--- src/rtl/aux_retry_pkg.sv ---
package aux_retry_pkg;

    typedef enum logic [1:0] {
        OUT_DECODED = 2'd0,
        OUT_TIMEOUT = 2'd1,
        OUT_INVALID = 2'd2,
        OUT_HARD    = 2'd3
    } outcome_e;

    localparam logic [2:0] RPL_ACK       = 3'd0;
    localparam logic [2:0] RPL_NACK      = 3'd1;
    localparam logic [2:0] RPL_DEFER     = 3'd2;
    localparam logic [2:0] RPL_I2C_NACK  = 3'd3;
    localparam logic [2:0] RPL_I2C_DEFER = 3'd4;

    typedef enum logic [1:0] {
        ACT_RETRY = 2'd0,
        ACT_SUCC  = 2'd1,
        ACT_FAIL  = 2'd2
    } action_e;

    typedef enum logic [2:0] {
        S_IDLE   = 3'd0,
        S_ISSUE  = 3'd1,
        S_AWAIT  = 3'd2,
        S_DELAY  = 3'd3,
        S_FINISH = 3'd4
    } state_e;

    localparam int CNT_SHORT = 0;
    localparam int CNT_ACKM  = 1;
    localparam int CNT_DEFER = 2;
    localparam int CNT_I2CD  = 3;
    localparam int CNT_INV   = 4;
    localparam int CNT_TO    = 5;
    localparam int NUM_CNT   = 6;

endpackage

--- src/rtl/aux_retry_budget.sv ---
module aux_retry_budget #(
    parameter int CNT_W = 4,
    parameter int LIMIT = 7
) (
    input  logic clk,
    input  logic rst_n,
    input  logic restart,
    input  logic clr,
    input  logic inc,
    output logic last
);
    logic [CNT_W-1:0] cnt_q;

    always_ff @(posedge clk or negedge rst_n) begin
        if (!rst_n) begin
            cnt_q <= '0;
        end else if (restart || clr) begin
            cnt_q <= '0;
        end else if (inc && (cnt_q != {CNT_W{1'b1}})) begin
            cnt_q <= cnt_q + 1'b1;
        end
    end

    // True when one more increment reaches the budget
    assign last = (int'(cnt_q) + 1) >= LIMIT;
endmodule

--- src/rtl/aux_retry_timer.sv ---
module aux_retry_timer #(
    parameter int WAIT_W = 18
) (
    input  logic              clk,
    input  logic              rst_n,
    input  logic              load,
    input  logic [WAIT_W-1:0] load_val,
    input  logic              tick,
    output logic              zero
);
    logic [WAIT_W-1:0] left_q;

    always_ff @(posedge clk or negedge rst_n) begin
        if (!rst_n) begin
            left_q <= '0;
        end else if (load) begin
            left_q <= load_val;
        end else if (tick && (left_q != '0)) begin
            left_q <= left_q - 1'b1;
        end
    end

    assign zero = (left_q == '0);
endmodule

--- src/rtl/aux_retry_decide.sv ---
module aux_retry_decide
    import aux_retry_pkg::*;
#(
    parameter int LEN_W          = 5,
    parameter int DMS_W          = 8,
    parameter int WAIT_W         = 18,
    parameter int ACC_W          = 6,
    parameter int DEFER_MS_LIMIT = 50,
    parameter int POLL_MS        = 4,
    parameter int US_PER_MS      = 1000,
    parameter int ACK_WAIT_US    = 300,
    parameter int INV_WAIT_US    = 400
) (
    input  outcome_e           outcome,
    input  logic [2:0]         reply,
    input  logic [LEN_W-1:0]   count,
    input  logic               cur_write,
    input  logic [LEN_W-1:0]   cur_len,
    input  logic [NUM_CNT-1:0] last,
    input  logic               seen_defer,
    input  logic [ACC_W-1:0]   acc_ms,
    input  logic [DMS_W-1:0]   defer_ms,
    input  logic               exhausted,
    output action_e            act,
    output logic [WAIT_W-1:0]  wait_us,
    output logic [NUM_CNT-1:0] inc,
    output logic [NUM_CNT-1:0] clr,
    output logic               go_status,
    output logic               set_seen,
    output logic [ACC_W-1:0]   acc_next
);
    logic [WAIT_W-1:0] defer_wait;
    int                sum1;
    int                sum2;

    assign defer_wait = WAIT_W'(int'(defer_ms) * US_PER_MS);

    always_comb begin
        act       = ACT_RETRY;
        wait_us   = '0;
        inc       = '0;
        clr       = '0;
        go_status = 1'b0;
        set_seen  = 1'b0;
        acc_next  = acc_ms;
        sum1      = int'(acc_ms) + POLL_MS;
        if (sum1 > DEFER_MS_LIMIT) sum1 = DEFER_MS_LIMIT;
        sum2      = sum1 + int'(defer_ms);
        if (sum2 > DEFER_MS_LIMIT) sum2 = DEFER_MS_LIMIT;
        unique case (outcome)
            OUT_DECODED: begin
                clr[CNT_TO]  = 1'b1;
                clr[CNT_INV] = 1'b1;
                case (reply)
                    RPL_ACK: begin
                        if (!cur_write && (count != cur_len)) begin
                            inc[CNT_SHORT] = 1'b1;
                            if (last[CNT_SHORT]) act = ACT_FAIL;
                            else wait_us = WAIT_W'(ACK_WAIT_US);
                        end else if (cur_write && (count != '0)) begin
                            inc[CNT_ACKM] = 1'b1;
                            if (last[CNT_ACKM]) begin
                                act = ACT_FAIL;
                            end else begin
                                go_status = 1'b1;
                                wait_us   = WAIT_W'(ACK_WAIT_US);
                            end
                        end else begin
                            act = ACT_SUCC;
                        end
                    end
                    RPL_DEFER: begin
                        inc[CNT_DEFER] = 1'b1;
                        set_seen       = 1'b1;
                        if (last[CNT_DEFER] && (sum1 >= DEFER_MS_LIMIT)) begin
                            act      = ACT_FAIL;
                            acc_next = ACC_W'(sum1);
                        end else begin
                            wait_us  = defer_wait;
                            acc_next = ACC_W'(sum2);
                        end
                    end
                    RPL_I2C_DEFER: begin
                        clr[CNT_DEFER] = 1'b1;
                        inc[CNT_I2CD]  = 1'b1;
                        if (last[CNT_I2CD]) act = ACT_FAIL;
                    end
                    default: act = ACT_FAIL;
                endcase
            end
            OUT_TIMEOUT: begin
                if (seen_defer) begin
                    inc[CNT_DEFER] = 1'b1;
                    if (last[CNT_DEFER]) act = ACT_FAIL;
                    else wait_us = defer_wait;
                end else begin
                    inc[CNT_TO] = 1'b1;
                    if (last[CNT_TO]) act = ACT_FAIL;
                end
            end
            OUT_INVALID: begin
                inc[CNT_INV] = 1'b1;
                if (last[CNT_INV]) act = ACT_FAIL;
                else wait_us = WAIT_W'(INV_WAIT_US);
            end
            OUT_HARD: act = ACT_FAIL;
        endcase
        if ((act == ACT_RETRY) && exhausted) begin
            act       = ACT_FAIL;
            go_status = 1'b0;
        end
    end
endmodule

--- src/rtl/aux_retry_ctrl.sv ---
module aux_retry_ctrl
    import aux_retry_pkg::*;
#(
    parameter int LEN_W           = 5,
    parameter int DMS_W           = 8,
    parameter int MAX_ATT         = 7,
    parameter int ACK_LIMIT       = 7,
    parameter int DEFER_LIMIT     = 7,
    parameter int I2C_DEFER_LIMIT = 7,
    parameter int INV_LIMIT       = 2,
    parameter int TO_LIMIT        = 3,
    parameter int DEFER_MS_LIMIT  = 50,
    parameter int POLL_MS         = 4,
    parameter int US_PER_MS       = 1000,
    parameter int ACK_WAIT_US     = 300,
    parameter int INV_WAIT_US     = 400
) (
    input  logic             clk,
    input  logic             rst_n,
    input  logic             start_i,
    input  logic             req_write_i,
    input  logic [LEN_W-1:0] req_len_i,
    input  logic [DMS_W-1:0] defer_ms_i,
    input  logic             us_tick_i,
    output logic             att_req_o,
    output logic             att_write_o,
    output logic             att_status_o,
    output logic [LEN_W-1:0] att_len_o,
    input  logic             att_done_i,
    input  logic [1:0]       att_outcome_i,
    input  logic [2:0]       att_reply_i,
    input  logic [LEN_W-1:0] att_count_i,
    output logic             done_o,
    output logic             success_o
);
    localparam int ATT_W     = $clog2(MAX_ATT + 1) + 1;
    localparam int DEFER_MAX = ((1 << DMS_W) - 1) * US_PER_MS;
    localparam int FIX_MAX   = (ACK_WAIT_US > INV_WAIT_US) ? ACK_WAIT_US : INV_WAIT_US;
    localparam int WAIT_MAX  = (DEFER_MAX > FIX_MAX) ? DEFER_MAX : FIX_MAX;
    localparam int WAIT_W    = $clog2(WAIT_MAX + 1);
    localparam int ACC_W     = $clog2(DEFER_MS_LIMIT + 1);

    state_e             state_q;
    state_e             state_d;
    logic               cur_write_q;
    logic [LEN_W-1:0]   cur_len_q;
    logic               status_q;
    logic               seen_defer_q;
    logic [ACC_W-1:0]   acc_q;
    logic [ATT_W-1:0]   att_cnt_q;
    logic               succ_q;

    action_e            act;
    logic [WAIT_W-1:0]  wait_us;
    logic [NUM_CNT-1:0] cnt_inc;
    logic [NUM_CNT-1:0] cnt_clr;
    logic [NUM_CNT-1:0] cnt_last;
    logic               go_status;
    logic               set_seen;
    logic [ACC_W-1:0]   acc_next;
    logic               wait_zero;
    logic               accept;
    logic               result_seen;

    assign accept      = (state_q == S_IDLE) && start_i;
    assign result_seen = (state_q == S_AWAIT) && att_done_i;

    aux_retry_decide #(
        .LEN_W(LEN_W), .DMS_W(DMS_W), .WAIT_W(WAIT_W), .ACC_W(ACC_W),
        .DEFER_MS_LIMIT(DEFER_MS_LIMIT), .POLL_MS(POLL_MS),
        .US_PER_MS(US_PER_MS), .ACK_WAIT_US(ACK_WAIT_US), .INV_WAIT_US(INV_WAIT_US)
    ) u_decide (
        .outcome    (outcome_e'(att_outcome_i)),
        .reply      (att_reply_i),
        .count      (att_count_i),
        .cur_write  (cur_write_q),
        .cur_len    (cur_len_q),
        .last       (cnt_last),
        .seen_defer (seen_defer_q),
        .acc_ms     (acc_q),
        .defer_ms   (defer_ms_i),
        .exhausted  (int'(att_cnt_q) >= MAX_ATT),
        .act        (act),
        .wait_us    (wait_us),
        .inc        (cnt_inc),
        .clr        (cnt_clr),
        .go_status  (go_status),
        .set_seen   (set_seen),
        .acc_next   (acc_next)
    );

    for (genvar g = 0; g < NUM_CNT; g++) begin : g_budget
        localparam int LIM = (g == CNT_SHORT) ? ACK_LIMIT :
                             (g == CNT_ACKM)  ? ACK_LIMIT :
                             (g == CNT_DEFER) ? DEFER_LIMIT :
                             (g == CNT_I2CD)  ? I2C_DEFER_LIMIT :
                             (g == CNT_INV)   ? INV_LIMIT : TO_LIMIT;
        aux_retry_budget #(.CNT_W(ATT_W), .LIMIT(LIM)) u_cnt (
            .clk     (clk),
            .rst_n   (rst_n),
            .restart (accept),
            .clr     (result_seen && cnt_clr[g]),
            .inc     (result_seen && cnt_inc[g]),
            .last    (cnt_last[g])
        );
    end

    aux_retry_timer #(.WAIT_W(WAIT_W)) u_timer (
        .clk      (clk),
        .rst_n    (rst_n),
        .load     (result_seen),
        .load_val (wait_us),
        .tick     (us_tick_i),
        .zero     (wait_zero)
    );

    always_comb begin
        state_d = state_q;
        unique case (state_q)
            S_IDLE:   if (start_i) state_d = S_ISSUE;
            S_ISSUE:  state_d = S_AWAIT;
            S_AWAIT:  if (att_done_i) state_d = (act == ACT_RETRY) ? S_DELAY : S_FINISH;
            S_DELAY:  if (wait_zero) state_d = S_ISSUE;
            S_FINISH: state_d = S_IDLE;
            default:  state_d = S_IDLE;
        endcase
    end

    always_ff @(posedge clk or negedge rst_n) begin
        if (!rst_n) begin
            state_q      <= S_IDLE;
            cur_write_q  <= 1'b0;
            cur_len_q    <= '0;
            status_q     <= 1'b0;
            seen_defer_q <= 1'b0;
            acc_q        <= '0;
            att_cnt_q    <= '0;
            succ_q       <= 1'b0;
        end else begin
            state_q <= state_d;
            if (accept) begin
                cur_write_q  <= req_write_i;
                cur_len_q    <= req_len_i;
                status_q     <= 1'b0;
                seen_defer_q <= 1'b0;
                acc_q        <= '0;
                att_cnt_q    <= '0;
                succ_q       <= 1'b0;
            end
            if (state_q == S_ISSUE) begin
                att_cnt_q <= att_cnt_q + 1'b1;
            end
            if (result_seen) begin
                acc_q  <= acc_next;
                succ_q <= (act == ACT_SUCC);
                if (set_seen) seen_defer_q <= 1'b1;
                if (go_status) begin
                    cur_write_q <= 1'b0;
                    cur_len_q   <= '0;
                    status_q    <= 1'b1;
                end
            end
        end
    end

    always_comb begin
        att_req_o    = (state_q == S_ISSUE);
        att_write_o  = cur_write_q;
        att_status_o = status_q;
        att_len_o    = cur_len_q;
        done_o       = (state_q == S_FINISH);
        success_o    = (state_q == S_FINISH) && succ_q;
    end
endmodule

--- config.mk ---
export PLATFORM = sky130hd
export DESIGN_NAME = aux_retry_ctrl
export DESIGN_NICKNAME = d
export VERILOG_FILES = /design/src/rtl/aux_retry_pkg.sv /design/src/rtl/aux_retry_budget.sv /design/src/rtl/aux_retry_timer.sv /design/src/rtl/aux_retry_decide.sv /design/src/rtl/aux_retry_ctrl.sv
export SDC_FILE = /design/constraint.sdc
export NUM_CORES = 1
export LEC_CHECK = 0
export ABC_AREA = 0
export ABC_CLOCK_PERIOD_IN_PS = 5870
export BUFFER_PORTS_ARGS = -buffer_cell sky130_fd_sc_hd__buf_4
export CORE_MARGIN = 2
export CORE_UTILIZATION = 30
export CTS_CLUSTER_DIAMETER = 150
export CTS_CLUSTER_SIZE = 12
export DETAILED_ROUTE_END_ITERATION = 16
export PLACE_DENSITY = 0.53
export SYNTH_ARGS = -nofsm -noshare
export SYNTH_HDL_FRONTEND = slang
export SYNTH_HIERARCHICAL = 1
export SYNTH_SLANG_ARGS = --single-unit
--- constraint.sdc ---
create_clock -name clk -period 5.87 [get_ports clk]
set_clock_uncertainty 0.1 [all_clocks]
set_input_delay 0.2935 -clock clk [delete_from_list [all_inputs] [get_ports clk]]
set_output_delay 0.2935 -clock clk [all_outputs]
set_load 0.01 [all_outputs]
==> flow_summary.toml, run 1 <==
[floorplan]
die_h_um = 148
io_pins = 39
core_area_sq_mm = 0.0202
die_w_um = 148
rows = 52
start_util = 0.307
die_area_sq_mm = 0.0218

[pwr]
leakagePower_uw = 0.00319
clock_power_share = 0.210
p_seq_frac = 0.279
switching_power_uw = 978
swShare = 0.413
p_int_uw = 1390
pwr-share-comb = 0.511
peakVddDrop_v = 0.000128
p_per_area_mw_per_mm2 = 339

[routing]
vias = 4928
routedWlPerCell_um = 13.4
viasPerCell = 4.92
wl_um = 13400
ant_nets = 0
drtIter0Drc = 226
drtPass1Iterations = 4
drc = 0

[sta]
rsz0062_at_grt = "no"
fmax_mhz = 220
finalCritPeriodShare = 0.773
setup_tns_ns = 0
setup_violations = 0
worst_pin_slew_ns = 0.829
slew_headroom = 0.448
final.min_clock_period_ns = 4.54
slew_viol_final = 0
holdWs_ns = -0.0295
hold_viol = 46

[cells_and_area]
drive_above_1_share = 0.146
diodes = 0
fin_util = 0.346
nNetsFinal = 837
syn2layout_area_growth_pct = 12.7

[clocking]
cts_hold_buf = 0
cts_buffers = 9
post-cts-setup-buffer-count = 0
cts_tree = "done"
clock_latency_ns = 0.32
cts-root-buf = "clkbuf_16"
numClockSinks = 64
clockBufferDepth = 2
cts_htree_levels = 3
ctsResizeCount = 0
path_clk_slew_ns = 0.05

[synth]
synth_simple_gate_area_share = 0.258
synth-compound-area-share = 0.161
async_flop_share = 1.00
synth_area_leaders = "dfrtp_1 (26%), ha_1 (11%), fa_1 (7.4%)"
yosysTopAreaCell = "dfrtp_1"
synth_cells = 694
synth-edff-count = 0
syn_area_sq_mm = 0.00620
synth_warnings = 6
synth.top_cell.area_share = 0.258
synth_xor_area_frac = 0.0452
synth_area_per_cell_sq_um = 8.94
ys_seq_area_frac = 0.258
ys_seq_elements = 64
synth_most_common_cell = "inv_1"
synthMuxAreaShare = 0.0252
yosys-top-cells-count = "inv_1 (66), nand2_1 (65), dfrtp_1 (64)"
synth_flop_cell = "dfrtp_1"
synth_adder_area_share = 0.189
synth_top_family_by_area = "simple AND/OR/NAND/NOR gates"
synth.distinct_cells = 93

[critical_path]
crit_arrival_ns = 4.65
path_class = "reg -> reg"
reg2reg_slack_ns = 1.33
critPathLaunchType = "flip-flop"
crit_fanout = 7
cp-end-kind = "flip-flop"
critPathRequiredTime_ns = 5.98

[global_routing]
grt_use_met3 = 0.0191
use_met2 = 0.203
grt_antenna_before_repair = 0
grt_pass1_vias = 4712
grt_pass1_wl_um = 23000
grtUsageTotal = 0.128
gr-usage-met1 = 0.181
busiest_layer = "met2"
grt.overflow.total = 0
grt_max_degree = 65

[place]
place_hpwl_um = 10200
portBuffers = 38
place_congestion = 0.784

[hold_path]
hold_class = "in -> async"

[run_status]
status = "finished with violations"
violations = "negative hold slack"

[job]
drv_cap = 0
final cells by class:
class	instances	area, sq um
Fill cell	2110	13200
Multi-Input combinational cell	546	4230
Inverter	69	264
Clock buffer	14	274
Timing Repair Buffer	38	285
Sequential cell	64	1600
Tap cell	270	338
state kept, by name, indices dropped and copies added (netlist names):
| name | count |
|---|---|
| u_timer/left_q | 18 |
| acc_q | 6 |
| att_cnt_q | 4 |
| succ_q | 1 |
| att_len_o | 5 |
| seen_defer_q | 1 |
| state_q | 3 |
| g_budget.u_cnt/cnt_q | 24 |
| att_status_o | 1 |
| att_write_o | 1 |
metal layers:
layer  wire (um)  share of wire
met5           0              0
met4         123         0.0092
met3         412          0.031
met2        5830           0.43
met1        7050           0.53
final timing paths:
check                              from                         end  cells past startpoint
min reg2reg                att_status_o                att_status_o                      1
max in group asynchronous         rst_n                att_len_o[0]                      1
max                            acc_q[2]                    acc_q[5]                     17
min                               rst_n  g_budget[4].u_cnt/cnt_q[0]                      1
max reg2reg                    acc_q[2]                    acc_q[5]                     17
min in group clk           req_len_i[0]                att_len_o[0]                      3
cell usage in the layout (no fill, tap or decap), drive strengths merged, types with 16 or more instances in the layout:
cell type,n
nor2,53
nand3,16
nor3,28
buf,38
inv,68
a21oi,41
and2,18
nand2,65
fa,23
dfrtp,64
o21ai,30
nor4,16
ha,57
xnor2,25
power by group through the flow:
stage / sequential (uW) / combinational (uW) / clock, uW
6_report: 662 / 1210 / 498
5_1_grt: 680 / 1380 / 536
4_1_cts: 662 / 1220 / 514
3_5_place_dp: 667 / 1220 / 0
3_3_place_gp: 670 / 1210 / 0
2_1_floorplan: 649 / 976 / 0
metrics by stage:
stage	hold slack, ns	total power, uW	std cells	area, sq um	worst slack, ns
final	-0.0295	2370	1001	6990	1.33
after global routing	0.0510	2600	1001	6990	0.941
after CTS	0.0122	2400	1001	6990	1.37
after detailed placement	0.367	1880	987	6720	1.39
after global placement	0.371	1880	987	6720	1.47
after floorplan	-0.102	1630	699	6220	1.77
critical path: stages, from the launching register on:
cell	delay, ns
dfrtp_1	0.46
ha_1	0.40
o31ai_2	0.28
o221ai_2	0.18
a22oi_1	0.42
and2_1	0.19
ha_1	0.16
inv_1	0.06
fa_1	0.42
nor2b_1	0.15
or2_2	0.14
nor3b_1	0.22
or4b_1	0.45
o221ai_1	0.08
o21ai_1	0.10
a21oi_2	0.27
a21oi_1	0.11
a22o_1	0.21
cells by family (layout without fill, tap and decap cells):
group | count (synthesis) | after routing
simple gates | 274 | 274
buf+inv | 89 | 121
compound gates | 139 | 139
fa+ha+maj | 80 | 80
other cells | 1 | 6
mux | 15 | 15
flops | 64 | 64
xor+xnor | 32 | 32
(Power assumes the default switching activity.)
==> run 2, diff against run 1 <==
--- a/config.mk
+++ b/config.mk
@@ -6,7 +6,7 @@
 export NUM_CORES = 1
 export LEC_CHECK = 0
 export ABC_AREA = 0
-export ABC_CLOCK_PERIOD_IN_PS = 5870
+export ABC_CLOCK_PERIOD_IN_PS = 4200
 export BUFFER_PORTS_ARGS = -buffer_cell sky130_fd_sc_hd__buf_4
 export CORE_MARGIN = 2
 export CORE_UTILIZATION = 30
==> constraint.sdc (replaced) <==
create_clock -name clk -period 4.2 [get_ports clk]
set_clock_uncertainty 0.1 [all_clocks]
set_input_delay 0.21 -clock clk [delete_from_list [all_inputs] [get_ports clk]]
set_output_delay 0.21 -clock clk [all_outputs]
set_load 0.01 [all_outputs]
==> run 2 against run 1 <==
The run now ends clean. Worst setup slack got worse by 1.1 ns. Global-route usage is 0.12 points higher. Sequential share of layout area shrank 0.82 points. Wire length grew 0.93%. Fmax grew 15%. Power up 47%. Combinational power up 45%. Largest cell class unchanged.
==> flow_summary.toml, run 2 (synthesis results as in run 1) <==
[floorplan]
core_area_sq_mm = 0.0202
io_pins = 39
start_util = 0.307
die_area_sq_mm = 0.0218
die_h_um = 148
rows = 52
die_w_um = 148

[global_routing]
grt_max_degree = 65
grt_pass1_wl_um = 23200
grt_pass1_vias = 4815
grtUsageTotal = 0.129
grt.overflow.total = 0
grt_antenna_before_repair = 0

[routing]
viasPerCell = 4.83
drc = 0
drtIter0Drc = 203
drtPass1Iterations = 4
vias = 4954
wl_um = 13500
ant_nets = 0
routedWlPerCell_um = 13.2

[cells_and_area]
final_cell_mix = "inv_1 (66), nand2_1 (65), dfrtp_1 (64), buf_4 (60), ha_1 (56)"
reg.largest.list = "g_budget.u_cnt/cnt_q (24), u_timer/left_q (18), acc_q (6)"
fin_util = 0.358
final_common_cell = "inv_1"
finalInstanceArea_sq_mm = 0.00725
diodes = 0
syn2layout_area_growth_pct = 16.9
nNetsFinal = 860
largest_register = "g_budget.u_cnt/cnt_q"
largest_reg_flops = 24
drive_above_1_share = 0.180

[sta]
slew_viol_final = 0
final.min_clock_period_ns = 3.94
timing.final.ws_setup_ns = 0.257
rsz0062_at_grt = "no"
setup_tns_ns = 0
finalCritPeriodShare = 0.939
setup_violations = 0
worst_pin_slew_ns = 0.864
fmax_mhz = 254
slew_headroom = 0.424
hold_viol = 0

[critical_path]
crit_arrival_ns = 4.06
rr_endpoint = "acc_q[0]"
critPathLaunchType = "flip-flop"
critPathRequiredTime_ns = 4.32
path_class = "reg -> reg"
reg2regPathDepth = 17
r2r_start = "acc_q[2]"
cp-end-kind = "flip-flop"
reg2reg_slack_ns = 0.26
crit_fanout = 5

[pwr]
pwr-share-comb = 0.505
peakVddDrop_v = 0.000218
swShare = 0.404
p_per_area_mw_per_mm2 = 479
leakagePower_uw = 0.00333
p_seq_frac = 0.266
clock_power_share = 0.229
switching_power_uw = 1400
power_uw = 3480
p_int_uw = 2070

[job]
drv_cap = 0

[place]
portBuffers = 38
postPlaceCellArea_sq_mm = 0.00688
place_congestion = 0.773
place_hpwl_um = 10200
place_ws_ns = -0.148

[clocking]
path_clk_slew_ns = 0.05
numClockSinks = 64
post-cts-setup-buffer-count = 0
cts_htree_levels = 3
cts_tree = "done"
cts_buffers = 9
clock_latency_ns = 0.33
clockBufferDepth = 2
cts-root-buf = "clkbuf_16"

[hold_path]
hold_start = "req_len_i[0]"
holdPathStages = 3
hold_class = "in -> reg"
hold_end = "att_len_o[0]"

[run_status]
status = "finished, final reports clean"
==> run 2: critical path, cell delays in order (launching register included) <==
cell	delay [ns]
dfrtp_1	0.41
ha_4	0.27
o31ai_2	0.20
o221ai_2	0.15
a22oi_2	0.22
buf_4	0.16
nor2_1	0.04
nor2_1	0.11
ha_1	0.28
nor2b_1	0.15
or2_2	0.29
buf_4	0.14
nor3_2	0.33
nor3_2	0.10
o311ai_2	0.36
a21oi_4	0.13
a22o_1	0.20
a22o_1	0.20
==> run 2: power by group through the flow <==
stage	sequential [uW]	combinational (uW)	clock (uW)
after CTS	926	1770	819
after detailed placement	933	1760	0
after global routing	953	2000	842
final	926	1760	795
after floorplan	907	1360	0
after global placement	934	1750	0
==> run 2: metrics by stage <==
step / hold slack [ns] / instances
CTS: 0.0135 / 1026
finish: 0.0278 / 1026
detailed placement: 0.289 / 1009
global placement: 0.285 / 1009
floorplan: -0.186 / 699
global route: 0.0218 / 1026
==> run 2: worst max-delay path by stage <==
stage | startpoint | endpoint | slack (ns) | cells after the start
4_1_cts | acc_q[2] | acc_q[5] | 0.06 | 17
6_report | acc_q[2] | acc_q[0] | 0.26 | 17
3_3_place_gp | defer_ms_i[0] | u_timer/left_q[16] | -0.05 | 16
5_1_grt | acc_q[2] | acc_q[2] | 0.01 | 17
2_1_floorplan | acc_q[2] | acc_q[1] | 0.15 | 17
3_5_place_dp | defer_ms_i[0] | u_timer/left_q[16] | -0.15 | 16
==> run 2: metal layers <==
layer | GRT usage | routed length (um) | part of all wire | vias to the layer above
met5 | 0 | 0 | 0 | -
met4 | 0.0462 | 112 | 0.0083 | 0
met2 | 0.206 | 6080 | 0.45 | 58
met1 | 0.181 | 7000 | 0.52 | 2318
li1 | - | - | - | 2571
met3 | 0.0123 | 342 | 0.025 | 7
==> run 2: layout make-up <==
class / count / area (sq um)
Fill cell: 2081 / 13000
Multi-Input combinational cell: 546 / 4270
Sequential cell: 64 / 1600
Timing Repair Buffer: 61 / 460
Tap cell: 270 / 338
Clock buffer: 14 / 284
Inverter: 69 / 264
Clock inverter: 2 / 35.0
==> run 2: repair_timing <==
action / CTS / global route
endpoints found under the setup margin: 2 / 7
hold endpoints to repair: 64 / 0
pin swaps: 0 / 1
hold buffers: 1 / 0
resized for setup: 1 / 6
